[config.mk]
export PLATFORM = sky130hd
export DESIGN_NAME = isr_ctrl
export DESIGN_NICKNAME = d
export VERILOG_FILES = /design/src/rtl/isr_pkg.sv /design/src/rtl/isr_hw_update.sv /design/src/rtl/isr_sw_merge.sv /design/src/rtl/isr_ctrl.sv
export SDC_FILE = /design/constraint.sdc
export NUM_CORES = 1
export LEC_CHECK = 0
export ABC_CLOCK_PERIOD_IN_PS = 1200
export BUFFER_PORTS_ARGS = -buffer_cell sky130_fd_sc_hd__buf_4
export CAP_MARGIN = 25
export CORE_MARGIN = 8
export CORE_UTILIZATION = 41
export CTS_BUF_LIST = sky130_fd_sc_hd__clkbuf_4 sky130_fd_sc_hd__clkbuf_8
export DETAILED_ROUTE_END_ITERATION = 10
export PLACE_DENSITY = 0.78
export SLEW_MARGIN = 0
export SYNTH_ARGS = -nofsm -noshare
export SYNTH_HDL_FRONTEND = slang
export SYNTH_SLANG_ARGS = --single-unit
export TNS_END_PERCENT = 1
[constraint.sdc]
create_clock -name clk -period 1.2 [get_ports clk]
set_input_delay 0.06 -clock clk [delete_from_list [all_inputs] [get_ports clk]]
set_output_delay 0.06 -clock clk [all_outputs]
set_load 0.05 [all_outputs]
[src/rtl/isr_pkg.sv]
// Package: shared widths, bit positions and write masks of the interrupt
// status word. Assumes a 16-bit word whose layout the register's users decode.
package isr_pkg;
    localparam int ISR_W   = 16;
    localparam int PRI_BIT = 15;
    localparam int EXT_BIT = 14;
    localparam int EN_BIT  = 10;
    localparam logic [ISR_W-1:0] VEC_MASK  = 16'h03FC;
    localparam logic [ISR_W-1:0] STAT_MASK = 16'h3C01;
    localparam logic [ISR_W-1:0] STIM_MASK = 16'h83FC;
    localparam logic [ISR_W-1:0] PRI_MASK  = ISR_W'(1) << PRI_BIT;

    typedef logic [ISR_W-1:0] isr_word_t;
endpackage

[src/rtl/isr_hw_update.sv]
// Module: applies the hardware interrupt strobes to the current word.
// Assumes the strobes on one bus act as assert first, then deassert.
// The enable bit is taken from the word as stored, before any update.
module isr_hw_update
    import isr_pkg::*;
(
    input  isr_word_t cur,
    input  logic      pbus_assert,
    input  logic      pbus_deassert,
    input  isr_word_t pbus_vector,
    input  logic      xbus_assert,
    input  logic      xbus_deassert,
    output isr_word_t nxt
);
    isr_word_t after_pa;
    isr_word_t after_pd;
    isr_word_t after_xa;

    // Primary assert: load vector and flag when enabled.
    always_comb begin
        after_pa = cur;
        if (pbus_assert && cur[EN_BIT])
            after_pa = (cur & ~VEC_MASK) | (pbus_vector & VEC_MASK) | PRI_MASK;
    end

    // Primary deassert: clear flag and vector only while flag is set.
    always_comb begin
        after_pd = after_pa;
        if (pbus_deassert && after_pa[PRI_BIT])
            after_pd = after_pa & ~(VEC_MASK | PRI_MASK);
    end

    // Extension assert sets its level flag.
    always_comb begin
        after_xa = after_pd;
        if (xbus_assert)
            after_xa[EXT_BIT] = 1'b1;
    end

    // Extension deassert clears its level flag.
    always_comb begin
        nxt = after_xa;
        if (xbus_deassert)
            nxt[EXT_BIT] = 1'b0;
    end
endmodule

[src/rtl/isr_sw_merge.sv]
// Module: merges a software write into the word under the mask of the
// selected view. Assumes it runs after the hardware update.
module isr_sw_merge
    import isr_pkg::*;
(
    input  isr_word_t base,
    input  logic      wr_en,
    input  logic      wr_sel,
    input  isr_word_t wr_data,
    output isr_word_t nxt
);
    isr_word_t mask;

    // Pick the bit mask owned by the selected view.
    always_comb mask = wr_sel ? STIM_MASK : STAT_MASK;

    // Replace the owned bits and keep the rest.
    always_comb nxt = wr_en ? ((base & ~mask) | (wr_data & mask)) : base;
endmodule

[src/rtl/isr_ctrl.sv]
// Module: top of the interrupt status register controller. It holds the
// word, chains the hardware update and the software merge, and decodes
// the pending line. Assumes a synchronous active-low reset.
module isr_ctrl
    import isr_pkg::*;
(
    input  logic             clk,
    input  logic             rst_n,
    input  logic             pbus_assert,
    input  logic             pbus_deassert,
    input  logic [ISR_W-1:0] pbus_vector,
    input  logic             xbus_assert,
    input  logic             xbus_deassert,
    input  logic             wr_en,
    input  logic             wr_sel,
    input  logic [ISR_W-1:0] wr_data,
    output logic [ISR_W-1:0] rd_data,
    output logic             irq_pending
);
    isr_word_t word_q;
    isr_word_t hw_next;
    isr_word_t word_next;

    isr_hw_update i_hw (
        .cur           (word_q),
        .pbus_assert   (pbus_assert),
        .pbus_deassert (pbus_deassert),
        .pbus_vector   (pbus_vector),
        .xbus_assert   (xbus_assert),
        .xbus_deassert (xbus_deassert),
        .nxt           (hw_next)
    );

    isr_sw_merge i_sw (
        .base    (hw_next),
        .wr_en   (wr_en),
        .wr_sel  (wr_sel),
        .wr_data (wr_data),
        .nxt     (word_next)
    );

    // Status word register with synchronous reset.
    always_ff @(posedge clk) begin
        if (!rst_n) word_q <= '0;
        else        word_q <= word_next;
    end

    // Pending is decoded from the two source flags.
    always_comb irq_pending = word_q[PRI_BIT] | word_q[EXT_BIT];

    assign rd_data = word_q;
endmodule

==> impl_metrics.toml <==
[timing]
slew_violations = 0
hold_ws_ns = 0.0152
period_share_pct = 97.0
rsz0062_at_grt = "false"
timing_hold_violations_final = 0
fin_ws_ns = 0.0358
setup_viol_count_final = 0
fin_tns_setup_ns = 0
fin_skew_ns = 0.00739
fmaxAchievable_mhz = 859
min_period_ns = 1.16

[finish]
syn_to_final_growth_pct = 46.6
ff_latch_area_um2 = 302
finalNetCount = 171
post_route_cells_drive_above_1_share_pct = 43.8
multiInputGateArea_um2 = 420
nFillCells = 161
largest_reg_flops = 15
diodes = 0
final_area_um2 = 1170

[power]
p_leak_nw = 0.552
p_per_area_nw_per_um2 = 1020
total_power_mw = 1.19
ir_worst_vdd_uv = 650

[clocking]
clk_pin_slew_ns = 0.09
cts_made_buffers = 3
cts_num_sinks = 15
cts_buffer_depth = 2
tritoncts = "done"
post_cts.repair.setup_buffers = 0
h-tree-depth = 1
cts_root_buffer = "clkbuf_4"
worstSkewPairLatency_ns = 0.28

[global_route]
grt_antenna_before_repair = 0
grt_start_max_net_pins = 18
grt_pass1_vias = 838
grt_pass1_wl_um = 3710
gr-usage-all-layers_pct = 13.7
overflow = 0

[yosys]
synth_top_area_share_pct = 37.6
syn_nets = 128
yosysMostFrequentCell = "dfxtp_1"
synth_cell_types = 21
syn_avg_cell_area_um2 = 9.09
async_flop_share_pct = 0
synth.area.top_cells = "dfxtp_1 (38%), a21boi_0 (13%), o221ai_1 (8.8%)"
synth-seq-cells = 15
ys_warn_count = 0
ys_top_cells_by_count = "dfxtp_1 (15), a21boi_0 (14), nand2_1 (10)"
syn_inst = 88
synth_edf_count = 0
yosysSeqAreaShare_pct = 37.6
netlist_area_um2 = 800
synth-main-ff-cell = "dfxtp_1"
synth_top_area_cell = "dfxtp_1"

[placement]
dp_hpwl_um = 1800
place_ws_ns = 0.110
gp_congestion = 0.750
dpl_cell_area_um2 = 1130
io_buffers = 45

[routing]
drc = 0
wl_um = 2330
dr.pass1.iters = 2
drtAntennaViolNets = 0
vias = 794
viasPerCell = 5.06
wl_per_cell_um = 14.9
drt_iter0_markers = 16

[floorplanning]
placementRows = 16
die_width_um = 60.2
pin_count = 57
die-height_um = 60.2
start_util_pct = 42.0
dieArea_um2 = 3620
coreArea_um2 = 1900

[setup_path]
criticalPathCategory = "reg2out"
cp-start-kind = "flop"
slowest_stage = "dfxtp_2"
worstPathArrival_ns = 1.10
slowest_delay_ns = 0.34
cp-end-kind = "primary output"
crit_chain = "or2_2 > buf_4"
crit_fanout = 3
crit_required_ns = 1.14

[flow_run]
drv_cap = 0

[outcome]
outcome = "complete, no violations"

[worst_hold_path]
hold_path_class = "in2reg"
worst max-delay path, delay by kind of cell, from the launching register on:
kind | cells | cell delay [ns]
buffers and inverters | 1 | 0.19
DFF | 1 | 0.34
and+or+nand+nor | 1 | 0.29
metrics by stage:
| stage | utilization, % | cells |
|---|---|---|
| floorplan | - | 88 |
| global placement | 59.5 | 152 |
| detailed placement | 59.5 | 152 |
| CTS | 61.6 | 157 |
| global route | 61.6 | 157 |
| finish | 61.6 | 157 |
cell families after synthesis:
group	share of synthesized area, %
and+or+nand+nor	20.0
AOI/OAI and AO/OA	25.8
DFF	37.6
buffers and inverters	9.86
muxes	6.26
other	0.469
final cells by class:
class / instances / share of cell area, %
Tap cell: 27 / 2.88
Multi-Input combinational cell: 61 / 35.9
Clock buffer: 4 / 2.56
Timing Repair Buffer: 49 / 32.7
Inverter: 1 / 0.320
Sequential cell: 15 / 25.7
worst paths after layout:
kind,end,slack (ns),from,cells past startpoint
min,rd_data[9]$_SDFF_PN0_,0.02,wr_data[9],3
min reg2reg,rd_data[14]$_SDFF_PP0_,0.51,rd_data[14]$_SDFF_PP0_,2
max,irq_pending,0.04,rd_data[15]$_SDFF_PN0_,2
max reg2reg,rd_data[7]$_SDFF_PN0_,0.12,rd_data[10]$_SDFFE_PN0P_,4
timing repair:
| item | CTS | global route |
|---|---|---|
| hold buffers | 1 | 0 |
| endpoints found under the hold margin | 1 | 0 |
| setup endpoints to repair | 0 | 3 |
| gates resized for setup | 0 | 3 |
power breakdown:
part | switching [mW] | internal, mW | leakage [nW]
registers | 0.0143 | 0.524 | 0.123
logic | 0.196 | 0.154 | 0.410
clock network | 0.151 | 0.152 | 0.0184
routing by layer:
layer	global-route usage, %	vias up	wire, um
li1	-	394	-
met5	0	-	0
met4	6.12	0	37
met1	13.1	378	847
met3	4.09	2	133
met2	25.8	20	1320
layout by cell type (no fill, tap or decap), drive strengths merged:
master and instances:
mux2i 5, dfxtp 15, clkbuf 4, o221ai 8, and3 8, nor3b 1, buf 48, a21oi 1
and2 1, inv 1, dlygate4sd3 1, conb 1, nand2 10, nor2 1, and2b 1, nor2b 5
a21boi 17, or2 1, or3 1
Power figures use the tool's default switching activity.
